==> config.mk <==
export PLATFORM = sky130hd
export DESIGN_NAME = pt_walker
export DESIGN_NICKNAME = d
export VERILOG_FILES = /design/src/rtl/pw_pkg.sv /design/src/rtl/pw_index_sel.sv /design/src/rtl/pw_pte_decode.sv /design/src/rtl/pw_ctrl.sv /design/src/rtl/pt_walker.sv
export SDC_FILE = /design/constraint.sdc
export NUM_CORES = 1
export LEC_CHECK = 0
export ABC_AREA = 1
export BUFFER_PORTS_ARGS = -buffer_cell sky130_fd_sc_hd__buf_2
export CORE_ASPECT_RATIO = 1.2
export CORE_UTILIZATION = 50
export CTS_CLUSTER_DIAMETER = 50
export CTS_CLUSTER_SIZE = 40
export DETAILED_ROUTE_END_ITERATION = 10
export HOLD_SLACK_MARGIN = 0.03
export PLACE_DENSITY = 0.81
export SYNTH_ARGS = -nofsm -noshare
export SYNTH_HDL_FRONTEND = slang
export SYNTH_SLANG_ARGS = --single-unit
==> constraint.sdc <==
create_clock -name clk -period 3.8 [get_ports clk]
set_clock_uncertainty 0.05 [all_clocks]
set_input_delay 0.19 -clock clk [delete_from_list [all_inputs] [get_ports clk]]
set_output_delay 0.19 -clock clk [all_outputs]
set_load 0.01 [all_outputs]
==> src/rtl/pw_pkg.sv <==
package pw_pkg;
  parameter int LEVELS   = 3;
  parameter int IDX_W    = 9;
  parameter int OFF_W    = 12;
  parameter int VA_W     = OFF_W + LEVELS * IDX_W;
  parameter int PA_W     = 40;
  parameter int PPN_W    = PA_W - OFF_W;
  parameter int PTE_W    = 64;
  parameter int PERM_W   = 3;
  parameter int PERM_LSB = 2;
  parameter int ENT_LG2  = 3;
  parameter int LVL_W    = $clog2(LEVELS);

  typedef enum logic [1:0] {ST_IDLE, ST_REQ, ST_WAIT, ST_DONE} walk_state_e;
  typedef enum logic [1:0] {STEP_NEXT, STEP_LEAF, STEP_FAULT} step_kind_e;
  typedef enum logic [1:0] {
    FC_NONE = 2'd0, FC_INVALID = 2'd1, FC_NOT_LEAF = 2'd2, FC_MISALIGN = 2'd3
  } fault_cause_e;

  // Number of address bits a mapping at this level covers.
  function automatic int span_bits(input logic [LVL_W-1:0] lvl);
    return OFF_W + IDX_W * (LEVELS - 1 - int'(lvl));
  endfunction

  function automatic logic [PA_W-1:0] low_mask(input logic [LVL_W-1:0] lvl);
    logic [PA_W-1:0] one;
    one = PA_W'(1);
    return (one << span_bits(lvl)) - one;
  endfunction

  function automatic logic [PA_W-1:0] entry_addr(input logic [PPN_W-1:0] base,
                                                 input logic [IDX_W-1:0] idx);
    return {base, {OFF_W{1'b0}}} + PA_W'({idx, {ENT_LG2{1'b0}}});
  endfunction

  function automatic logic is_misaligned(input logic [PPN_W-1:0] ppn,
                                         input logic [LVL_W-1:0] lvl);
    logic [PA_W-1:0] full;
    full = {ppn, {OFF_W{1'b0}}};
    return (full & low_mask(lvl)) != '0;
  endfunction

  function automatic logic [PA_W-1:0] compose_pa(input logic [PPN_W-1:0] ppn,
                                                 input logic [VA_W-1:0] va,
                                                 input logic [LVL_W-1:0] lvl);
    logic [PA_W-1:0] full, mask;
    full = {ppn, {OFF_W{1'b0}}};
    mask = low_mask(lvl);
    return (full & ~mask) | (PA_W'(va) & mask);
  endfunction
endpackage

==> src/rtl/pw_index_sel.sv <==
module pw_index_sel
  import pw_pkg::*;
(
  input  logic [VA_W-1:0]  va,
  input  logic [LVL_W-1:0] lvl,
  output logic [IDX_W-1:0] idx
);
  logic [IDX_W-1:0] fields [LEVELS];

  for (genvar g = 0; g < LEVELS; g++) begin : g_field
    assign fields[g] = va[OFF_W + IDX_W * (LEVELS - 1 - g) +: IDX_W];
  end

  always_comb begin
    idx = '0;
    for (int i = 0; i < LEVELS; i++)
      if (LVL_W'(i) == lvl) idx = fields[i];
  end
endmodule

==> src/rtl/pw_pte_decode.sv <==
module pw_pte_decode
  import pw_pkg::*;
(
  input  logic [PTE_W-1:0]  pte,
  input  logic [LVL_W-1:0]  lvl,
  output step_kind_e        kind,
  output fault_cause_e      cause,
  output logic [PPN_W-1:0]  ppn,
  output logic [PERM_W-1:0] perm
);
  logic valid, leaf, last;
  logic unused_pte;

  assign valid = pte[0];
  assign leaf  = pte[1];
  assign ppn   = pte[OFF_W +: PPN_W];
  assign perm  = pte[PERM_LSB +: PERM_W];
  assign last  = (lvl == LVL_W'(LEVELS - 1));
  assign unused_pte = ^{pte[PTE_W-1:PA_W], pte[OFF_W-1:PERM_LSB+PERM_W]};

  always_comb begin
    kind  = STEP_NEXT;
    cause = FC_NONE;
    if (!valid) begin
      kind  = STEP_FAULT;
      cause = FC_INVALID;
    end else if (!leaf && last) begin
      kind  = STEP_FAULT;
      cause = FC_NOT_LEAF;
    end else if (leaf && is_misaligned(ppn, lvl)) begin
      kind  = STEP_FAULT;
      cause = FC_MISALIGN;
    end else if (leaf) begin
      kind  = STEP_LEAF;
    end
  end

  // the alignment fault can only come from an upper-level leaf
  always_comb begin
    p_misalign_upper_r8: assert (!(cause == FC_MISALIGN && last));
  end
endmodule

==> src/rtl/pw_ctrl.sv <==
module pw_ctrl
  import pw_pkg::*;
(
  input  logic        clk,
  input  logic        rst_n,
  input  logic        start,
  input  logic        mem_req_ready,
  input  logic        mem_rsp_valid,
  input  step_kind_e  kind,
  output walk_state_e state,
  output logic        ev_accept,
  output logic        ev_issue,
  output logic        ev_descend,
  output logic        ev_finish
);
  walk_state_e state_n;
  logic        ev_rsp;

  assign ev_accept  = (state == ST_IDLE) && start;
  assign ev_issue   = (state == ST_REQ) && mem_req_ready;
  assign ev_rsp     = (state == ST_WAIT) && mem_rsp_valid;
  assign ev_descend = ev_rsp && (kind == STEP_NEXT);
  assign ev_finish  = ev_rsp && (kind != STEP_NEXT);

  always_comb begin
    state_n = state;
    unique case (state)
      ST_IDLE: if (ev_accept) state_n = ST_REQ;
      ST_REQ:  if (ev_issue)  state_n = ST_WAIT;
      ST_WAIT: begin
        if (ev_descend)     state_n = ST_REQ;
        else if (ev_finish) state_n = ST_DONE;
      end
      default: state_n = ST_IDLE;
    endcase
  end

  always_ff @(posedge clk or negedge rst_n) begin
    if (!rst_n) state <= ST_IDLE;
    else        state <= state_n;
  end

  // after a handshake the walker waits for data before asking again
  p_wait_after_issue_r12: assert property (@(posedge clk) disable iff (!rst_n)
    ev_issue |=> (state == ST_WAIT));
endmodule

==> src/rtl/pt_walker.sv <==
module pt_walker
  import pw_pkg::*;
(
  input  logic              clk,
  input  logic              rst_n,
  input  logic              start,
  input  logic [VA_W-1:0]   va,
  input  logic [PPN_W-1:0]  root_ppn,
  output logic              busy,
  output logic              done,
  output logic [PA_W-1:0]   pa,
  output logic [PERM_W-1:0] perm,
  output logic              fault,
  output logic [1:0]        fault_cause,
  output logic [LVL_W-1:0]  end_level,
  output logic              mem_req_valid,
  input  logic              mem_req_ready,
  output logic [PA_W-1:0]   mem_req_addr,
  input  logic              mem_rsp_valid,
  input  logic [PTE_W-1:0]  mem_rsp_data
);
  walk_state_e       state;
  step_kind_e        kind;
  fault_cause_e      cause;
  logic              ev_accept, ev_issue, ev_descend, ev_finish;
  logic [VA_W-1:0]   va_q;
  logic [PPN_W-1:0]  base_q;
  logic [LVL_W-1:0]  lvl_q;
  logic [IDX_W-1:0]  idx;
  logic [PPN_W-1:0]  ent_ppn;
  logic [PERM_W-1:0] ent_perm;
  logic [PA_W-1:0]   pa_q;
  logic [PERM_W-1:0] perm_q;
  logic              fault_q;
  fault_cause_e      cause_q;
  logic [LVL_W-1:0]  end_q;

  pw_ctrl u_ctrl (
    .clk, .rst_n, .start, .mem_req_ready, .mem_rsp_valid,
    .kind, .state, .ev_accept, .ev_issue, .ev_descend, .ev_finish
  );

  pw_index_sel u_idx (.va(va_q), .lvl(lvl_q), .idx(idx));

  pw_pte_decode u_dec (
    .pte(mem_rsp_data), .lvl(lvl_q), .kind, .cause, .ppn(ent_ppn), .perm(ent_perm)
  );

  // Walk context: captured at accept, advanced on each descent
  always_ff @(posedge clk or negedge rst_n) begin
    if (!rst_n) begin
      va_q   <= '0;
      base_q <= '0;
      lvl_q  <= '0;
    end else if (ev_accept) begin
      va_q   <= va;
      base_q <= root_ppn;
      lvl_q  <= '0;
    end else if (ev_descend) begin
      base_q <= ent_ppn;
      lvl_q  <= lvl_q + LVL_W'(1);
    end
  end

  // Result registers: written once per walk at its last step
  always_ff @(posedge clk or negedge rst_n) begin
    if (!rst_n) begin
      pa_q    <= '0;
      perm_q  <= '0;
      fault_q <= 1'b0;
      cause_q <= FC_NONE;
      end_q   <= '0;
    end else if (ev_finish) begin
      end_q <= lvl_q;
      if (kind == STEP_LEAF) begin
        pa_q    <= compose_pa(ent_ppn, va_q, lvl_q);
        perm_q  <= ent_perm;
        fault_q <= 1'b0;
        cause_q <= FC_NONE;
      end else begin
        pa_q    <= '0;
        perm_q  <= '0;
        fault_q <= 1'b1;
        cause_q <= cause;
      end
    end
  end

  assign busy          = (state == ST_REQ) || (state == ST_WAIT);
  assign done          = (state == ST_DONE);
  assign mem_req_valid = (state == ST_REQ);
  assign mem_req_addr  = entry_addr(base_q, idx);
  assign pa            = pa_q;
  assign perm          = perm_q;
  assign fault         = fault_q;
  assign fault_cause   = cause_q;
  assign end_level     = end_q;

  // a stalled request keeps its address
  p_req_hold_r11: assert property (@(posedge clk) disable iff (!rst_n)
    (mem_req_valid && !mem_req_ready) |=> (mem_req_valid && $stable(mem_req_addr)));

  // done lasts one cycle
  p_done_pulse_r10: assert property (@(posedge clk) disable iff (!rst_n)
    done |=> !done);

  // a start during a walk leaves the captured address alone
  p_start_ignored_r10: assert property (@(posedge clk) disable iff (!rst_n)
    (busy && start) |=> $stable(va_q));

  // descent never happens from the last level
  p_descend_bound_r7: assert property (@(posedge clk) disable iff (!rst_n)
    ev_descend |-> (lvl_q != LVL_W'(LEVELS - 1)));

  // a 1 GiB leaf passes the low 30 virtual bits through
  p_giga_pass_r4: assert property (@(posedge clk) disable iff (!rst_n)
    (done && !fault && end_level == LVL_W'(0)) |->
      (pa[OFF_W+2*IDX_W-1:0] == va_q[OFF_W+2*IDX_W-1:0]));

  // a 2 MiB leaf passes the low 21 virtual bits through
  p_mega_pass_r5: assert property (@(posedge clk) disable iff (!rst_n)
    (done && !fault && end_level == LVL_W'(1)) |->
      (pa[OFF_W+IDX_W-1:0] == va_q[OFF_W+IDX_W-1:0]));
endmodule

==> results of run 1 <==
## registers in the layout, indices dropped and copies added, names as in the netlist
signal,cells
u_ctrl.state,2
base_q,28
fault,1
lvl_q,2
perm,3
fault_cause,2
end_level,2
va_q,39
pa,40
## critical path, cell delays in order (launching register included)
cell and delay, ns:
dfrtp_1 0.43, inv_1 0.19, ha_1 0.49, ha_1 0.29
nand2_1 0.08, inv_1 0.15, nand2_2 0.11, ha_1 0.21
inv_1 0.12, nand4_1 0.18, nand3_1 0.12, nand2_1 0.05
nor2_1 0.11, nand2_1 0.13, nor3_4 0.14, buf_4 0.29
nand4_1 0.18, nand2_1 0.11
## report_power, final
part | leakage [nW] | internal [W] | switching, W
logic | 3.02 | 0.000836 | 0.00127
registers | 1.54 | 0.00166 | 0.000270
clock network | 0.265 | 0.000931 | 0.000575
total | 4.82 | 0.00343 | 0.00211
## logic make-up (layout without fill, tap and decap cells)
kind of cell               after synthesis  in the layout
other                                    1              4
DFF                                    119            119
muxes                                    1              1
and+or+nand+nor                        451            451
buffers and inverters                  115            397
AOI/OAI and AO/OA                       94             94
adders and majority gates               18             18
## placed cells by master, fill, tap and decap left out, types with 5 or more instances in the layout
| cell | n |
|---|---|
| a221oi_1 | 6 |
| nor2_1 | 34 |
| nand2_2 | 6 |
| buf_2 | 191 |
| o21ai_0 | 51 |
| buf_4 | 13 |
| dlygate4sd3_1 | 88 |
| nand4_1 | 45 |
| nand3_2 | 5 |
| ha_1 | 18 |
| o211ai_1 | 15 |
| nand3_1 | 37 |
| dfrtp_1 | 119 |
| inv_1 | 67 |
| a21oi_1 | 14 |
| clkbuf_16 | 17 |
| nand2_1 | 315 |
## how the worst max path moves through the flow
stage	startpoint	to	slack, ns
final	lvl_q[1]	pa[22]	0.30
after global routing	lvl_q[1]	pa[22]	0.02
after CTS	lvl_q[1]	pa[22]	0.32
after detailed placement	lvl_q[1]	pa[22]	0.31
after global placement	lvl_q[1]	pa[22]	0.43
after floorplan	lvl_q[0]	perm[2]	0.94
## per-layer routing
layer / part of all wire / wire (um)
met5: 0 / 0
met4: 0.042 / 853
met3: 0.061 / 1260
met1: 0.37 / 7710
met2: 0.52 / 10700
## stage by stage
stage	cell area, um2	setup WS (ns)	hold WS, ns	power (W)	cells
after floorplan	6200	0.936	-0.156	0.00307	801
after global placement	7270	0.426	0.239	0.00376	1124
after detailed placement	7270	0.313	0.241	0.00382	1124
after CTS	8710	0.323	0.0330	0.00550	1244
after global routing	8710	0.0211	0.0501	0.00588	1244
final	8710	0.304	0.0404	0.00554	1245
## cell type report
class | count | area, um2
Fill cell | 959 | 3400
Sequential cell | 119 | 2980
Multi-Input combinational cell | 567 | 2740
Timing Repair Buffer | 293 | 1950
Clock buffer | 21 | 460
Inverter | 72 | 272
Tap cell | 161 | 201
Clock inverter | 11 | 101
Antenna cell | 1 | 2.50
## what timing repair did
item / 4_1_cts / 5_1_grt
endpoints found under the setup margin: 0 / 0
hold buffers: 88 / 0
endpoints found under the hold margin: 130 / 0
==> impl_metrics.json, run 1 <==
{
  "status": "complete, no violations",
  "cap_violations": 0,
  "core_um2": 12100,
  "critical_path_class": "reg2reg",
  "cts_resized": 0,
  "period_share": 0.920,
  "area_growth_pct": 40.6,
  "num_rows": 44,
  "worst_pin_slew_ns": 1.06,
  "irDropWorstVdd_v": 0.000476,
  "seq_area_frac_synth": 0.481,
  "overflow": 0,
  "synth-seq-cells": 119,
  "numPortBuffers": 192,
  "ys_warn_count": 0,
  "grt_use_met2": 0.600,
  "synth_top_family_by_area": "simple AND/OR/NAND/NOR gates",
  "synth_top_area_frac": 0.481,
  "synth_xor_area_frac": 0,
  "muxShareOfSynthArea": 0.00182,
  "r2r_slack_ns": 0.30,
  "slew-limit-headroom": 0.289,
  "p_per_area_nw_per_um2": 636,
  "die_width_um": 104,
  "ant_nets": 0,
  "cts_buffers": 17,
  "vias": 6652,
  "synthFlopType": "dfrtp_1",
  "min_from": "mem_rsp_data[14]",
  "cts_tree": "yes",
  "synth_most_common_cell": "nand2_1",
  "via_per_inst": 5.34,
  "cts_setup_buffers": 0,
  "clockBufferDepth": 2,
  "fmax_mhz": 286,
  "final_util": 0.719,
  "synthCells": 799,
  "wl_per_cell_um": 16.5,
  "cts_root_buffer": "clkbuf_16",
  "min_to": "base_q[2]",
  "syn_area_um2": 6200,
  "route.detailed.drc": 0,
  "crit_fanout": 22,
  "dieArea_um2": 12800,
  "die_h_um": 124,
  "r2r_end": "pa[22]",
  "hold_viol_final": 0,
  "grt_start_max_net_pins": 65,
  "synth-simple-area-share": 0.312,
  "grt_pass1_wl_um": 32100,
  "syn_area_per_cell_um2": 7.75,
  "drv_slew": 0,
  "async_flop_share": 1.00,
  "antenna_found_initial": 0,
  "yosysTopAreaCell": "dfrtp_1",
  "htree_levels": 4,
  "tns_ns": 0,
  "floorplan.initialDensity": 0.512,
  "grt_busiest_layer": "met2",
  "hold_depth": 3,
  "grt_use_met1": 0.363,
  "r2r-start": "lvl_q[1]",
  "gr-usage-met3": 0.0612,
  "r2r_cells": 17,
  "synth_compound_area_frac": 0.0889,
  "grt_pass1_vias": 6525,
  "place.gp.congestion": 0.900,
  "clk_pin_slew_ns": 0.06,
  "cp.arrival_ns": 3.80,
  "synth_common_cells": "nand2_1 (316), dfrtp_1 (119), inv_1 (68)",
  "drt_iter0_markers": 519,
  "hpwlAfterDp_um": 13100,
  "critPathLaunchType": "flip-flop",
  "track_usage": 0.328,
  "drive_gt1_frac": 0.241,
  "synth_area_leaders": "dfrtp_1 (48%), nand2_1 (19%), nand4_1 (4.5%)",
  "rsz0062_at_grt": "false",
  "required_ns": 4.10,
  "min_period_ns": 3.50,
  "synth-adder-area-share": 0.0363,
  "synth_edf_count": 0,
  "firstDrtPassIters": 8,
  "clock_sinks": 119,
  "hold_path.class": "in2reg",
  "clk_latency_ns": 0.41,
  "synth_cell_types": 32,
  "routed_wl_um": 20500,
  "final_nets": 1224,
  "setup_viol": 0,
  "p_leak_nw": 4.82,
  "end_kind": "flip-flop",
  "ios": 227
}
Power figures use the tool's default switching activity.
==> run 2: changes to the inputs <==
Settings changed: CORE_MARGIN set to 8, CORE_UTILIZATION 50 to 25, PLACE_DENSITY 0.81 to not set.
==> impl_metrics.json, run 2 (same netlist as run 1, synthesis figures left out) <==
{
  "cts_tree": "yes",
  "place.gp.congestion": 0.871,
  "multiInputGateArea_um2": 2750,
  "r2r-start": "lvl_q[0]",
  "htree_levels": 4,
  "power.internal_w": 0.00371,
  "hold_path.class": "in2reg",
  "dieArea_um2": 30100,
  "ios": 227,
  "critPathBufInv": 4,
  "final-seq-area_um2": 2980,
  "clock_sinks": 119,
  "core_um2": 24500,
  "drv_slew": 0,
  "layout_commonest_cell": "nand2_1",
  "numPortBuffers": 192,
  "die_width_um": 160,
  "clk_pin_slew_ns": 0.06,
  "dpl_worst_slack_ns": 0.343,
  "dpl_cell_area_um2": 7470,
  "finalWorstSetupSlack_ns": 0.434,
  "mostFrequentLayoutCells": "nand2_1 (315), buf_2 (191), dfrtp_1 (119)",
  "required_ns": 4.10,
  "firstDrtPassIters": 5,
  "cp.arrival_ns": 3.67,
  "grt_pass1_wl_um": 37600,
  "final_nets": 1222,
  "stdcell_area_um2": 9000,
  "grt_start_max_net_pins": 92,
  "cap_violations": 0,
  "power_frac_clock": 0.306,
  "min_from": "mem_rsp_data[21]",
  "via_per_inst": 4.53,
  "setup_viol": 0,
  "holdWs_ns": 0.0528,
  "num_rows": 63,
  "cp_top_family": "simple AND/OR/NAND/NOR gates",
  "hold_viol_final": 0,
  "fmax_mhz": 297,
  "track_usage": 0.160,
  "clk_latency_ns": 0.41,
  "die_h_um": 188,
  "routed_wl_um": 23900,
  "area_growth_pct": 45.3,
  "slew-limit-headroom": 0.268,
  "antenna_found_initial": 3,
  "grt_pass1_vias": 6639,
  "overflow": 0,
  "route.detailed.drc": 0,
  "rsz0062_at_grt": "false",
  "critical_path_class": "reg2reg",
  "p_leak_nw": 4.86,
  "worst_pin_slew_ns": 1.10,
  "fillers": 2570,
  "crit_fanout": 43,
  "worst_path_largest_cell_delay_ns": 0.43,
  "critPathLaunchType": "flip-flop",
  "period_share": 0.886,
  "drive_gt1_frac": 0.241,
  "drt_iter0_markers": 418,
  "cp-startpoint": "lvl_q[0]",
  "hpwlAfterDp_um": 17400,
  "p_per_area_nw_per_um2": 650,
  "irDropWorstVdd_v": 0.000350,
  "vias": 6371,
  "clockBufferDepth": 2,
  "tns_ns": 0,
  "end_kind": "flip-flop",
  "comb_power_share": 0.368,
  "crit_slowest_cell": "dfrtp_1",
  "p_sw_w": 0.00214,
  "power_frac_seq": 0.326,
  "floorplan.initialDensity": 0.253,
  "switching_share": 0.366,
  "largest_reg_flops": 40,
  "cts_root_buffer": "clkbuf_16",
  "status": "complete, no violations",
  "wl_per_cell_um": 17.0,
  "cts_buffers": 17,
  "min_period_ns": 3.37,
  "worstPathCellList": "inv_1 > ha_1 > inv_1 > ha_1 > nand2_2 > nor2_4 > nand2_2 > ha_1 > inv_1 > nand2_1 > nand2_1 > o21ai_0 > nand3_1 > nand3_2 > nor3_4 > buf_12 > nand4_1 > nand2_1",
  "ant_nets": 0
}
==> run 2: layout make-up <==
class,instances,share of cell area
Timing Repair Buffer,291,0.216
Clock inverter,7,0.0153
Sequential cell,119,0.331
Clock buffer,25,0.0573
Multi-Input combinational cell,567,0.306
Tap cell,325,0.0452
Inverter,72,0.0302
Antenna cell,1,0.000278
==> run 2: power groups by stage <==
stage          Sequential, W  Combinational (W)  Clock [W]
2_1_floorplan        0.00194            0.00113          0
5_1_grt              0.00195            0.00244    0.00189
4_1_cts              0.00191            0.00218    0.00183
3_5_place_dp         0.00192            0.00200          0
6_report             0.00191            0.00215    0.00179
3_3_place_gp         0.00192            0.00196          0
==> run 2: layer usage <==
layer / wire length [um] / global-route usage
met3: 1220 / 0.0380
met4: 496 / 0.0538
met1: 9980 / 0.187
met2: 12200 / 0.282
met5: 8 / 0
==> run 2: per-stage QoR <==
step | util | instances | power (W)
6_report | 0.367 | 1407 | 0.00585
3_3_place_gp | 0.305 | 1287 | 0.00388
2_1_floorplan | - | 801 | 0.00307
5_1_grt | 0.367 | 1407 | 0.00627
3_5_place_dp | 0.305 | 1287 | 0.00392
4_1_cts | 0.367 | 1406 | 0.00592
==> run 2: what timing repair did <==
action,in CTS,in global routing
gates resized for setup,0,1
hold endpoints to repair,165,0
hold buffers,87,0
buffers inserted,0,0
endpoints found under the setup margin,0,1
==> run 2: worst register-to-register path: stages (launching register included) <==
cell	delay (ns)
dfrtp_1	0.43
inv_1	0.21
ha_1	0.25
inv_1	0.06
ha_1	0.37
nand2_2	0.12
nor2_4	0.14
nand2_2	0.10
ha_1	0.21
inv_1	0.12
nand2_1	0.08
nand2_1	0.09
o21ai_0	0.11
nand3_1	0.13
nand3_2	0.12
nor3_4	0.22
buf_12	0.25
nand4_1	0.14
nand2_1	0.12
==> run 2: path summary, 6_finish.rpt <==
check / depth (start not counted) / end / slack (ns)
setup / recovery: 18 / pa[29] / 0.43
hold / removal: 3 / base_q[9] / 0.05
setup reg to reg: 18 / pa[29] / 0.43
hold reg to reg: 2 / pa[33] / 0.42
max in group asynchronous: 3 / va_q[31] / 2.36
min in group asynchronous: 2 / va_q[10] / 0.37
==> run 3: changes to the inputs <==
Settings changed: RECOVER_POWER set to 25.
==> impl_metrics.json, run 3 (same netlist as run 1, synthesis figures left out) <==
{
  "hold_path.class": "in2reg",
  "mostFrequentLayoutCells": "nand2_1 (315), buf_2 (157), dfrtp_1 (119)",
  "dpl_cell_area_um2": 7470,
  "ant_nets": 0,
  "largest_reg_flops": 40,
  "via_per_inst": 4.51,
  "rsz0062_at_grt": "false",
  "wl_per_cell_um": 17.0,
  "die_width_um": 160,
  "irDropWorstVdd_v": 0.000350,
  "top_layer": "met5",
  "drv_slew": 92,
  "critical_path_class": "reg2reg",
  "cts_tree": "yes",
  "final_util": 0.365,
  "route.detailed.drc": 0,
  "ios": 227,
  "finalWorstSetupSlack_ns": 0.438,
  "crit_fanout": 43,
  "layout_commonest_cell": "nand2_1",
  "floorplan.initialDensity": 0.253,
  "worst_pin_slew_ns": 2.39,
  "grt_pass1_vias": 6639,
  "drt_iter0_markers": 439,
  "cts_root_buffer": "clkbuf_16",
  "htree_levels": 4,
  "vias": 6348,
  "fin_cells": 1407,
  "hpwlAfterDp_um": 17400,
  "drive_gt1_frac": 0.210,
  "critPathLaunchType": "flip-flop",
  "cp.arrival_ns": 3.66,
  "clk_latency_ns": 0.41,
  "core_um2": 24500,
  "min_period_ns": 3.36,
  "dp.cells": 1287,
  "setup_viol": 0,
  "status": "finished, violations left",
  "die_h_um": 188,
  "clockBufferDepth": 2,
  "grt_start_max_net_pins": 92,
  "period_share": 0.885,
  "track_usage": 0.160,
  "required_ns": 4.10,
  "cap_violations": 1,
  "antenna_found_initial": 3,
  "p_leak_nw": 4.73,
  "final_nets": 1222,
  "num_rows": 63,
  "dr_wl_met3_um": 1310,
  "area_growth_pct": 44.5,
  "clk_pin_slew_ns": 0.06,
  "place.gp.congestion": 0.871,
  "end_kind": "flip-flop",
  "dpl_worst_slack_ns": 0.343,
  "dieArea_um2": 30100,
  "cts_buffers": 17,
  "clock_sinks": 119,
  "wl_met1_um": 9910,
  "stdcell_area_um2": 8950,
  "fmax_mhz": 297,
  "grt_pass1_wl_um": 37600,
  "hold_viol_final": 0,
  "slew-limit-headroom": -0.592,
  "overflow": 0,
  "wl_met2_um": 12200,
  "numPortBuffers": 192,
  "violations": "max-capacitance violations, max-slew violations",
  "tns_ns": 0,
  "firstDrtPassIters": 5,
  "p_per_area_nw_per_um2": 652,
  "routed_wl_um": 23900
}
run 3: area by class of cell:
type,count,area [um2]
Sequential cell,119,2980
Clock buffer,25,515
Antenna cell,1,2.50
Timing Repair Buffer,291,1890
Fill cell,2587,15600
Multi-Input combinational cell,567,2750
Tap cell,325,407
Inverter,72,272
Clock inverter,7,138
run 3: timing repair:
| item | in CTS | in global routing |
|---|---|---|
| setup endpoints to repair | 0 | 1 |
| hold buffers | 87 | 0 |
| gates resized for setup | 0 | 1 |
| endpoints found under the hold margin | 165 | 0 |
| buffers inserted | 0 | 0 |
run 3: report_power, final:
group | internal [W] | total [W] | switching, W | leakage (nW)
clock network | 0.00120 | 0.00179 | 0.000592 | 0.320
logic | 0.000827 | 0.00213 | 0.00131 | 2.87
registers | 0.00166 | 0.00191 | 0.000249 | 1.54
total | 0.00369 | 0.00584 | 0.00215 | 4.73
run 3: path summary, 6_finish.rpt:
path | start | to | slack, ns | depth (start not counted)
max reg2reg | lvl_q[0] | pa[29] | 0.44 | 18
min reg2reg | va_q[2] | va_q[2] | 0.42 | 2
min | mem_rsp_data[21] | base_q[9] | 0.05 | 3
max | lvl_q[0] | pa[29] | 0.44 | 18
max in group asynchronous | rst_n | va_q[31] | 1.26 | 3
min in group asynchronous | rst_n | va_q[10] | 0.96 | 2
run 3: critical path, stage by stage (launching register included):
cell and delay, ns:
dfrtp_1 0.43, inv_1 0.21, ha_1 0.25, inv_1 0.06, ha_1 0.37, nand2_2 0.12, nor2_4 0.14, nand2_2 0.10
ha_1 0.21, inv_1 0.12, nand2_1 0.08, nand2_1 0.09, o21ai_0 0.11, nand3_1 0.13, nand3_2 0.12, nor3_4 0.22
buf_12 0.25, nand4_1 0.12, nand2_1 0.12
run 3: through the flow:
step	power, W	hold WS [ns]
CTS	0.00592	0.0364
finish	0.00584	0.0538
detailed placement	0.00392	0.302
global route	0.00626	0.0538
floorplan	0.00307	-0.156
global placement	0.00388	0.300
run 3: layer usage:
layer,vias to the layer above,GRT usage
met5,-,0
met4,2,0.0538
met3,28,0.0380
met2,195,0.282
met1,2990,0.187
li1,3133,-
